==> src/rtl/clkpwr_pkg.sv <==
package clkpwr_pkg;
  localparam int REG_W   = 8;
  localparam int SEL_W   = 2;
  localparam int CTRL_W  = SEL_W + 1;
  localparam int SYNC_N  = 2;

  typedef enum logic [1:0] {
    ST_RUN  = 2'd0,
    ST_STOP = 2'd1,
    ST_WAIT = 2'd2
  } wake_st_e;

  typedef enum logic [1:0] {
    FB_NONE = 2'b00,
    FB_SELF = 2'b01,
    FB_REF  = 2'b10
  } fallback_e;

  typedef struct packed {
    logic pll;
    logic osc;
    logic clkout;
  } keep_t;

  // Resources left running for each stop code.
  function automatic keep_t keep_decode(input logic [SEL_W-1:0] code);
    keep_t k;
    case (code)
      2'b00:   k = '{pll: 1'b1, osc: 1'b1, clkout: 1'b1};
      2'b01:   k = '{pll: 1'b1, osc: 1'b1, clkout: 1'b0};
      2'b10:   k = '{pll: 1'b0, osc: 1'b1, clkout: 1'b0};
      default: k = '{pll: 1'b0, osc: 1'b0, clkout: 1'b0};
    endcase
    return k;
  endfunction
endpackage

==> src/rtl/clkpwr_sync.sv <==
module clkpwr_sync #(
  parameter int WIDTH  = 3,
  parameter int STAGES = 2
) (
  input  logic             clk,
  input  logic             rst_n,
  input  logic [WIDTH-1:0] d,
  output logic [WIDTH-1:0] q
);
  logic [STAGES-1:0][WIDTH-1:0] stg_q;

  always_ff @(posedge clk or negedge rst_n) begin
    if (!rst_n) begin
      stg_q <= '0;
    end else begin
      stg_q[0] <= d;
      for (int i = 1; i < STAGES; i++) stg_q[i] <= stg_q[i-1];
    end
  end

  assign q = stg_q[STAGES-1];
endmodule

==> src/rtl/clkpwr_regs.sv <==
module clkpwr_regs
  import clkpwr_pkg::*;
(
  input  logic             clk,
  input  logic             rst_n,
  input  logic             reg_we,
  input  logic             reg_addr,
  input  logic [REG_W-1:0] reg_wdata,
  output logic [REG_W-1:0] reg_rdata,
  input  logic             strap_mode,
  input  logic             strap_sel,
  input  logic             strap_ref,
  input  logic             lock_s,
  input  logic             loss_any_s,
  output logic [SEL_W-1:0] stop_sel,
  output logic             fast_wake
);
  localparam int PAD_W = REG_W - CTRL_W;

  logic [CTRL_W-1:0] ctrl_q;
  logic              seen_q;
  logic              lost_q;
  logic [REG_W-1:0]  status_w;
  logic [PAD_W-1:0]  unused_hi;

  assign unused_hi = reg_wdata[REG_W-1:CTRL_W];

  // Only address 0 is writable; address 1 accepts and discards.
  always_ff @(posedge clk or negedge rst_n) begin
    if (!rst_n) ctrl_q <= '0;
    else if (reg_we && !reg_addr) ctrl_q <= reg_wdata[CTRL_W-1:0];
  end

  always_ff @(posedge clk or negedge rst_n) begin
    if (!rst_n) begin
      seen_q <= 1'b0;
      lost_q <= 1'b0;
    end else begin
      if (lock_s) seen_q <= 1'b1;
      if (seen_q && !lock_s) lost_q <= 1'b1;
    end
  end

  assign status_w  = {strap_mode, strap_sel, strap_ref, lost_q, lock_s, loss_any_s, 2'b00};
  assign reg_rdata = reg_addr ? status_w : {{PAD_W{1'b0}}, ctrl_q};
  assign stop_sel  = ctrl_q[SEL_W-1:0];
  assign fast_wake = ctrl_q[SEL_W];

  assert_sticky_hold_R9: assert property (@(posedge clk) disable iff (!rst_n)
    lost_q |=> lost_q);
  assert_sticky_cause_R9: assert property (@(posedge clk) disable iff (!rst_n)
    $rose(lost_q) |-> $past(seen_q));
  assert_status_write_inert_R8: assert property (@(posedge clk) disable iff (!rst_n)
    (reg_we && reg_addr) |=> $stable(ctrl_q));
endmodule

==> src/rtl/clkpwr_wake_fsm.sv <==
module clkpwr_wake_fsm
  import clkpwr_pkg::*;
(
  input  logic             clk,
  input  logic             rst_n,
  input  logic             stop_req,
  input  logic             wake_req,
  input  logic [SEL_W-1:0] stop_sel,
  input  logic             fast_wake,
  input  logic             pll_mode,
  input  logic             lock_s,
  input  logic             loss_ref_s,
  input  logic             loss_pll_s,
  output logic             sysclk_en,
  output logic             pll_en,
  output logic             osc_en,
  output logic             clkout_en,
  output logic [1:0]       fallback_mode
);
  wake_st_e  st_q;
  keep_t     keep_q;
  logic      sys_q;
  fallback_e fb_q;
  logic      osc_lost_q, pll_lost_q;
  logic      osc_gone, pll_gone;

  // A loss counts only on a resource left running during stop.
  assign osc_gone = osc_lost_q | (loss_ref_s & keep_q.osc);
  assign pll_gone = pll_lost_q | (loss_pll_s & keep_q.pll);

  always_ff @(posedge clk or negedge rst_n) begin
    if (!rst_n) begin
      st_q       <= ST_RUN;
      keep_q     <= '{pll: 1'b1, osc: 1'b1, clkout: 1'b1};
      sys_q      <= 1'b1;
      fb_q       <= FB_NONE;
      osc_lost_q <= 1'b0;
      pll_lost_q <= 1'b0;
    end else begin
      case (st_q)
        ST_RUN: begin
          if (stop_req) begin
            st_q       <= ST_STOP;
            sys_q      <= 1'b0;
            keep_q     <= keep_decode(stop_sel);
            fb_q       <= FB_NONE;
            osc_lost_q <= 1'b0;
            pll_lost_q <= 1'b0;
          end
        end
        ST_STOP: begin
          osc_lost_q <= osc_gone;
          pll_lost_q <= pll_gone;
          if (wake_req) begin
            keep_q <= '{pll: 1'b1, osc: 1'b1, clkout: 1'b1};
            if (!pll_mode || fast_wake) begin
              st_q  <= ST_RUN;
              sys_q <= 1'b1;
            end else if (osc_gone) begin
              st_q  <= ST_RUN;
              sys_q <= 1'b1;
              fb_q  <= FB_SELF;
            end else if (pll_gone) begin
              st_q  <= ST_RUN;
              sys_q <= 1'b1;
              fb_q  <= FB_REF;
            end else begin
              st_q  <= ST_WAIT;
            end
          end
        end
        ST_WAIT: begin
          if (lock_s) begin
            st_q  <= ST_RUN;
            sys_q <= 1'b1;
          end
        end
        default: st_q <= ST_RUN;
      endcase
    end
  end

  assign sysclk_en     = sys_q;
  assign pll_en        = keep_q.pll;
  assign osc_en        = keep_q.osc;
  assign clkout_en     = keep_q.clkout;
  assign fallback_mode = fb_q;

  assert_stop_gates_sysclk_R1: assert property (@(posedge clk) disable iff (!rst_n)
    (st_q != ST_RUN) |-> !sysclk_en);
  assert_pll_needs_osc_R2: assert property (@(posedge clk) disable iff (!rst_n)
    (st_q == ST_STOP && pll_en) |-> osc_en);
  assert_fast_wake_R3: assert property (@(posedge clk) disable iff (!rst_n)
    (st_q == ST_STOP && wake_req && fast_wake) |=> (sysclk_en && fallback_mode == FB_NONE));
  assert_lock_gate_R4: assert property (@(posedge clk) disable iff (!rst_n)
    (st_q == ST_WAIT && !lock_s) |=> !sysclk_en);
  assert_fallback_one_hot_R5: assert property (@(posedge clk) disable iff (!rst_n)
    $onehot0(fallback_mode));
  assert_ext_wake_R6: assert property (@(posedge clk) disable iff (!rst_n)
    (st_q == ST_STOP && wake_req && !pll_mode) |=> sysclk_en);
  assert_keep_hold_R11: assert property (@(posedge clk) disable iff (!rst_n)
    (st_q == ST_STOP && !wake_req) |=> $stable(keep_q));
endmodule

==> src/rtl/clkpwr_stop_ctrl.sv <==
module clkpwr_stop_ctrl
  import clkpwr_pkg::*;
(
  input  logic             clk,
  input  logic             rst_n,
  input  logic             reg_we,
  input  logic             reg_addr,
  input  logic [REG_W-1:0] reg_wdata,
  output logic [REG_W-1:0] reg_rdata,
  input  logic             stop_req,
  input  logic             wake_req,
  input  logic             pll_lock_in,
  input  logic             loss_ref_in,
  input  logic             loss_pll_in,
  input  logic             strap_pll_mode,
  input  logic             strap_pll_sel,
  input  logic             strap_pll_ref,
  output logic             sysclk_en,
  output logic             pll_en,
  output logic             osc_en,
  output logic             clkout_en,
  output logic [1:0]       fallback_mode
);
  logic [2:0]       sync_q;
  logic [SEL_W-1:0] stop_sel;
  logic             fast_wake;

  clkpwr_sync #(.WIDTH(3), .STAGES(SYNC_N)) u_sync (
    .clk   (clk),
    .rst_n (rst_n),
    .d     ({pll_lock_in, loss_ref_in, loss_pll_in}),
    .q     (sync_q)
  );

  clkpwr_regs u_regs (
    .clk        (clk),
    .rst_n      (rst_n),
    .reg_we     (reg_we),
    .reg_addr   (reg_addr),
    .reg_wdata  (reg_wdata),
    .reg_rdata  (reg_rdata),
    .strap_mode (strap_pll_mode),
    .strap_sel  (strap_pll_sel),
    .strap_ref  (strap_pll_ref),
    .lock_s     (sync_q[2]),
    .loss_any_s (sync_q[1] | sync_q[0]),
    .stop_sel   (stop_sel),
    .fast_wake  (fast_wake)
  );

  clkpwr_wake_fsm u_fsm (
    .clk           (clk),
    .rst_n         (rst_n),
    .stop_req      (stop_req),
    .wake_req      (wake_req),
    .stop_sel      (stop_sel),
    .fast_wake     (fast_wake),
    .pll_mode      (strap_pll_mode),
    .lock_s        (sync_q[2]),
    .loss_ref_s    (sync_q[1]),
    .loss_pll_s    (sync_q[0]),
    .sysclk_en     (sysclk_en),
    .pll_en        (pll_en),
    .osc_en        (osc_en),
    .clkout_en     (clkout_en),
    .fallback_mode (fallback_mode)
  );
endmodule

==> config.mk <==
export PLATFORM = sky130hd
export DESIGN_NAME = clkpwr_stop_ctrl
export DESIGN_NICKNAME = d
export VERILOG_FILES = /design/src/rtl/clkpwr_pkg.sv /design/src/rtl/clkpwr_sync.sv /design/src/rtl/clkpwr_regs.sv /design/src/rtl/clkpwr_wake_fsm.sv /design/src/rtl/clkpwr_stop_ctrl.sv
export SDC_FILE = /design/constraint.sdc
export NUM_CORES = 1
export LEC_CHECK = 0
export ABC_AREA = 1
export CORE_UTILIZATION = 44
export DETAILED_ROUTE_END_ITERATION = 7
export PLACE_DENSITY = 0.86
export SYNTH_ARGS = -nofsm -noshare
export SYNTH_HDL_FRONTEND = slang
export SYNTH_SLANG_ARGS = --single-unit
==> constraint.sdc <==
create_clock -name clk -period 1.7 [get_ports clk]
set_input_delay 0.255 -clock clk [delete_from_list [all_inputs] [get_ports clk]]
set_output_delay 0.255 -clock clk [all_outputs]
set_load 0.01 [all_outputs]
==> results of run 1 <==
cell type report:
type	count	area, sq um
inverter	21	78.8
timing repair buffer	32	300
clock inverter	1	5.00
clock buffer	3	22.5
fill	172	689
sequential	21	531
tap	27	33.8
multi-input combinational	76	402
cells by family after synthesis:
family,synth area share
AND/OR/NAND/NOR,0.239
buffers and inverters,0.0829
flip-flops,0.525
AO/OA/AOI/OAI,0.0792
adder cells (fa/ha/maj),0.0743
metrics by stage:
stage	util	area, sq um	worst slack [ps]	setup TNS, ps	power (W)
6_report	0.666	1370	42.6	0	0.00181
5_1_grt	0.666	1370	0.366	0	0.00198
4_1_cts	0.663	1370	32.8	0	0.00182
3_5_place_dp	0.655	1350	-106	-650	0.00159
3_3_place_gp	0.655	1350	-80.7	-549	0.00156
2_1_floorplan	-	1010	360	0	0.00128
layer usage:
| metal | GRT usage | part of all wire |
|---|---|---|
| met1 | 0.211 | 0.41 |
| met2 | 0.336 | 0.53 |
| met3 | 0.0586 | 0.053 |
| met4 | 0.0619 | 0.010 |
| met5 | 0 | 0 |
cell usage after synthesis:
| cell type | n | area share |
|---|---|---|
| nand3_4 | 1 | 0.017 |
| a21oi_1 | 6 | 0.030 |
| nand2_1 | 31 | 0.12 |
| inv_1 | 20 | 0.074 |
| nor3_1 | 1 | 0.0049 |
| buf_2 | 1 | 0.0049 |
| inv_2 | 1 | 0.0037 |
| o21ai_0 | 7 | 0.035 |
| nor2_1 | 13 | 0.048 |
| dfrtp_1 | 17 | 0.42 |
| o21bai_1 | 1 | 0.0074 |
| dfstp_2 | 4 | 0.10 |
| ha_1 | 6 | 0.074 |
| o21a_1 | 1 | 0.0074 |
| nand2_2 | 2 | 0.012 |
| nor2_4 | 1 | 0.011 |
| nand3_1 | 6 | 0.030 |
report_power, final:
part | total (W) | internal (W) | leakage [nW] | switching (W)
Sequential | 0.000726 | 0.000658 | 0.239 | 0.0000686
Clock | 0.000234 | 0.0000878 | 0.0177 | 0.000147
Combinational | 0.000848 | 0.000368 | 0.473 | 0.000479
Total | 0.00181 | 0.00111 | 0.730 | 0.000694
final timing paths:
path                                 startpoint          endpoint  slack (ps)  cells after the start
max in group asynchronous                 rst_n   u_fsm.sysclk_en        1150                      2
worst min-delay path                      rst_n  u_fsm.pll_lost_q         280                      2
worst max-delay path               u_fsm.pll_en            pll_en          40                      1
worst max register to register    u_fsm.st_q[0]   u_fsm.sysclk_en         190                      8
worst min register to register  u_sync.stg_q[2]       u_sync.q[2]         360                      0
min in group clk                u_sync.stg_q[2]       u_sync.q[2]         360                      0
sequential cells by signal, summed over array words and instances, names as in the netlist:
register and cells:
u_fsm.st_q 2, u_fsm.osc_lost_q 1, u_fsm.clkout_en 1, u_regs.seen_q 1, u_fsm.fallback_mode 2, u_sync.q 3, u_regs.ctrl_q 3, u_fsm.pll_en 1
u_fsm.pll_lost_q 1, u_fsm.osc_en 1, u_fsm.sysclk_en 1, u_sync.stg_q 3, u_regs.lost_q 1
what timing repair did:
item / CTS / global route
setup endpoints to repair: 8 / 1
resized for setup: 8 / 1
gates cloned: 0 / 0
hold buffers: 0 / 0
==> run summary, run 1 <==
Die Y -> 49.9 um
Worst path slowest cell -> dfstp_2
Fin. max-slew vios -> 0
Worst relative slew slack -> 0.828
Top Family by Delay on Critical Path -> flip-flops
Mean number of vias per cell -> 4.80
Post-route ant nets -> 0
Endpoints failing setup -> 0
Pleak -> 0.730 nW
Data arrival, critical path -> 1400 ps
Initial Util -> 0.490
Syn nets -> 145
Commonest non-fill, non-tap cell in the layout -> nand2_1
Most frequent cells in the layout -> 31 x nand2_1, 20 x inv_1, 20 x clkdlybuf4s50_1
Max frequency -> 603 MHz
PwrDens -> 1320 nW/um^2
Total GRT Usage -> 0.189
Antenna violations before repair -> 0
Max clock buf depth -> 2
Sequential element share of the synthesized area -> 0.525
Final-stage net count -> 181
Crit start category -> flip-flop
Post-Synthesis Cells -> 119
Placer congestion estimate -> 0.902
Row Count -> 16
Final wirelength -> 2.04 mm
Inst Count DP -> 177
RSZ-0062 raised after global routing -> no
Port bufs -> 28
Critical path's largest stage delay -> 570 ps
CTS sink count -> 21
DIE AREA -> 2490 sq um
WP buf/inv -> 1
Vias in the first global route -> 865
Clk_skew -> 5.09 ps
Crit-path cells -> clkdlybuf4s50_1
Crit path max fanout -> 3
First-pass GRT wire length -> 3.55 mm
Setup crit end kind -> primary output
Via count -> 868
Hold_ws -> 280 ps
Core area -> 2060 sq um
Slew @ Worst Pin -> 258 ps
Final Cycle Share -> 0.975
Worst skew pair latency -> 300 ps
Drt first pass iters -> 4
CTS tree -> built
CTS HTree Levels -> 1
Synth Cell Area -> 1010 sq um
DPL Wire Length -> 1.62 mm
IO Count -> 34
DR iter-0 viols -> 18
Routed length per placed instance -> 11.3 um
Post-Layout Cell Count -> 181
# diodes -> 0
CP required -> 1440 ps
Distinct cells, synth -> 17
FF+latch count, synth -> 21
Hold Crit Class -> in -> async
CTS Root Cell -> clkbuf_4
Syn avg cell area -> 8.50 sq um
Status -> completed
Die width -> 49.9 um
Ratio of cells with drive above 1 in the final layout -> 0.117
Drt drc -> 0
Clock Pin Slew Worst Setup and Hold Paths -> 110 ps
Critical path class -> reg -> out
Post CTS Setup Buffer Count -> 0
Gr ovfl total -> 0
Max-cap check violation count -> 0
Area grow syn2layout -> 35.8%
Yosys warnings -> 0
Min Tclk post-route -> 1660 ps
Largest net degree at the start of global routing -> 22
Num CTS Buffers -> 3
Final Hold Viols -> 0
Peak supply drop -> 748 uV
Note: power is estimated with default switching activity, not from simulation.
==> run 2: changes to the inputs <==
- CTS_CLUSTER_SIZE: not set -> 40
==> results of run 2 <==
The final DEF is identical to that of run 1; final timing and power are the same.
==> run 3: changes to the inputs <==
- CORE_UTILIZATION: 44 -> 45
- SYNTH_HIERARCHICAL: not set -> 1
==> run summary, run 3 <==
Status -> completed (unchanged)
Top Family by Delay on Critical Path -> flip-flops (unchanged)
Dpl ws -> -219 ps (was -106 ps)
Port bufs -> 28 (unchanged)
Min Tclk post-route -> 1620 ps (was 1660 ps)
Gr ovfl total -> 0 (unchanged)
FF+latch count, synth -> 21 (unchanged)
Critical path's largest stage delay -> 550 ps (was 570 ps)
Sw frac -> 0.385 (was 0.384)
Core area -> 2210 sq um (was 2060 sq um)
Synth area leader -> dfrtp_1 (unchanged)
Critical path class -> reg -> out (unchanged)
CTS Root Cell -> clkbuf_4 (unchanged)
Slew @ Worst Pin -> 357 ps (was 258 ps)
Placer congestion estimate -> 0.862 (was 0.902)
Worst path slowest cell -> dfstp_2 (unchanged)
Area grow syn2layout -> 33.6% (was 35.8%)
Die width -> 50.4 um (was 49.9 um)
Placement-stage cell area -> 1360 sq um (was 1350 sq um)
Max clock buf depth -> 2 (unchanged)
Commonest non-fill, non-tap cell in the layout -> nand2_1 (unchanged)
Clock Pin Slew Worst Setup and Hold Paths -> 110 ps (about the same)
Vias in the first global route -> 824 (was 865)
Max frequency -> 617 MHz (was 603 MHz)
Post-Synthesis Cells -> 130 (was 119)
Die Y -> 50.4 um (was 49.9 um)
Sequential element share of the synthesized area -> 0.503 (was 0.525)
Crit start category -> flip-flop (unchanged)
Peak supply drop -> 779 uV (was 748 uV)
Row Count -> 17 (was 16)
Crit path max fanout -> 2 (was 3)
Routed length per placed instance -> 10.2 um (was 11.3 um)
DPL Wire Length -> 1.55 mm (was 1.62 mm)
Total GRT Usage -> 0.180 (was 0.189)
Initial Util -> 0.477 (was 0.490)
Synth top area cells -> dfrtp_1 40%, nand2_1 15%, dfstp_2 10% (was dfrtp_1 42%, nand2_1 12%, dfstp_2 10%)
Finished Cell Area -> 1410 sq um (was 1370 sq um)
Post-synth EDFFs -> 0 (unchanged)
Num CTS Buffers -> 3 (unchanged)
Mean number of vias per cell -> 4.63 (was 4.80)
Cts hold-fix bufs -> 0 (unchanged)
Post-synth top cells -> 43 x nand2_1, 24 x inv_1, 17 x dfrtp_1 (was 31 x nand2_1, 20 x inv_1, 17 x dfrtp_1)
P_sw -> 0.000688 W (was 0.000694 W)
Yosys warnings -> 6 (was 0)
Crit-path cells -> clkdlybuf4s50_1 (unchanged)
IO Count -> 34 (unchanged)
Hold Crit Class -> in -> async (unchanged)
Drt drc -> 0 (unchanged)
Dominant cell by count in the synthesized netlist -> nand2_1 (unchanged)
CTS HTree Levels -> 1 (unchanged)
Endpoints failing setup -> 0 (unchanged)
Top cell type's share of synthesized area -> 0.403 (was 0.421)
Final Cycle Share -> 0.953 (was 0.975)
Setup tns final -> 0 ps (unchanged)
DIE AREA -> 2540 sq um (was 2490 sq um)
Synth Cell Area -> 1050 sq um (was 1010 sq um)
Data arrival, critical path -> 1360 ps (was 1400 ps)
Clk_skew -> 2.63 ps (was 5.09 ps)
Setup crit end kind -> primary output (unchanged)
Final Worst Setup Slack -> 80.4 ps (was 42.6 ps)
Clock Power Share -> 0.132 (was 0.130)
Syn avg cell area -> 8.11 sq um (was 8.50 sq um)
Worst skew pair latency -> 300 ps (about the same)
Cell Int Power -> 0.00110 W (was 0.00111 W)
Fin. max-slew vios -> 0 (unchanged)
Seq pwr share -> 0.407 (was 0.402)
WP buf/inv -> 1 (unchanged)
Worst relative slew slack -> 0.762 (was 0.828)
RSZ-0062 raised after global routing -> no (unchanged)
Synth Flop Type -> dfrtp_1 (unchanged)
CTS sink count -> 21 (unchanged)
Syn nets -> 154 (was 145)
CP required -> 1440 ps (about the same)
Final-stage net count -> 188 (was 181)
Final wirelength -> 1.95 mm (was 2.04 mm)
Ratio of cells with drive above 1 in the final layout -> 0.129 (was 0.117)
Antenna violations before repair -> 0 (unchanged)
Via count -> 884 (was 868)
Final Hold Viols -> 0 (unchanged)
Async SR Flop Fraction -> 1.00 (unchanged)
# diodes -> 0 (unchanged)
Max-cap check violation count -> 0 (unchanged)
Drt first pass iters -> 4 (unchanged)
Most frequent cells in the layout -> 43 x nand2_1, 24 x inv_1, 22 x clkdlybuf4s50_1 (was 31 x nand2_1, 20 x inv_1, 20 x clkdlybuf4s50_1)
Largest net degree at the start of global routing -> 22 (unchanged)
PwrDens -> 1270 nW/um^2 (was 1320 nW/um^2)
First-pass GRT wire length -> 3.33 mm (was 3.55 mm)
Post-route ant nets -> 0 (unchanged)
Hold_ws -> 272 ps (was 280 ps)
Distinct cells, synth -> 18 (was 17)
CTS tree -> built (unchanged)
Pleak -> 0.798 nW (was 0.730 nW)
Comb pwr share -> 0.462 (was 0.469)
DR iter-0 viols -> 19 (was 18)
-- run 3: changes by cell type after synthesis, moves of 2 or more --
cell	previous run	this run
buf_4	0	3
nand2_1	31	43
inv_1	20	24
nand2_4	0	2
nor2_2	0	2
ha_1	6	4
nor2_1	13	9
a21oi_1	6	2
-- run 3: cell families after synthesis --
logic type	Yosys count	share of synthesized area
compound gates	9	0.0427
buf+inv	30	0.127
flops	21	0.503
simple gates	66	0.280
fa+ha+maj	4	0.0475
-- run 3: stage by stage --
stage	utilization	power, W	std cells
floorplan	-	0.00125	130
global placement	0.614	0.00151	185
detailed placement	0.614	0.00156	185
CTS	0.629	0.00181	190
global route	0.637	0.00194	191
finish	0.637	0.00178	191
-- run 3: routing by layer --
layer	up-vias	GRT usage	share of wire
met2	21	0.318	0.53
met5	-	0	0
met3	2	0.0364	0.035
met1	407	0.207	0.42
li1	454	-	-
met4	0	0.0833	0.0067
-- run 3: power groups by stage --
stage	Sequential (W)	Combinational, W	Clock, W
2_1_floorplan	0.000759	0.000494	0
3_3_place_gp	0.000733	0.000779	0
3_5_place_dp	0.000742	0.000820	0
4_1_cts	0.000730	0.000827	0.000251
5_1_grt	0.000741	0.000918	0.000280
6_report	0.000726	0.000824	0.000235
-- run 3: final timing paths --
kind	startpoint	to	slack (ps)	cells after the start
min in group clk	u_sync/stg_q[0]	u_sync/q[0]	360	0
max reg2reg	u_fsm/st_q[1]	u_fsm/fallback_mode[0]	160	9
min	rst_n	u_fsm/st_q[0]	270	2
max in group asynchronous	rst_n	u_fsm/clkout_en	1160	2
min reg2reg	u_sync/stg_q[0]	u_sync/q[0]	360	0
max	u_fsm/sysclk_en	sysclk_en	80	1
-- run 3: layout make-up --
type	count	area [sq um]
Multi-Input combinational cell	79	390
Sequential cell	21	531
Timing Repair Buffer	33	325
Inverter	26	100
Clock buffer	3	22.5
Tap cell	28	35.0
Fill cell	203	803
Clock inverter	1	5.00
-- run 3: worst reg2reg max path, cell delays in order (launching register included) --
cell and delay (ps):
dfrtp_1 420, inv_1 100, ha_1 310, inv_2 100, nand2_2 100, nand3_4 100
nor2_2 130, nand2_1 80, nand2_1 60, nand2_1 50
-- run 3: what timing repair did --
| item | in CTS | in global routing |
|---|---|---|
| endpoints found under the setup margin | 8 | 5 |
| buffers inserted | 1 | 1 |
| resized for setup | 2 | 4 |
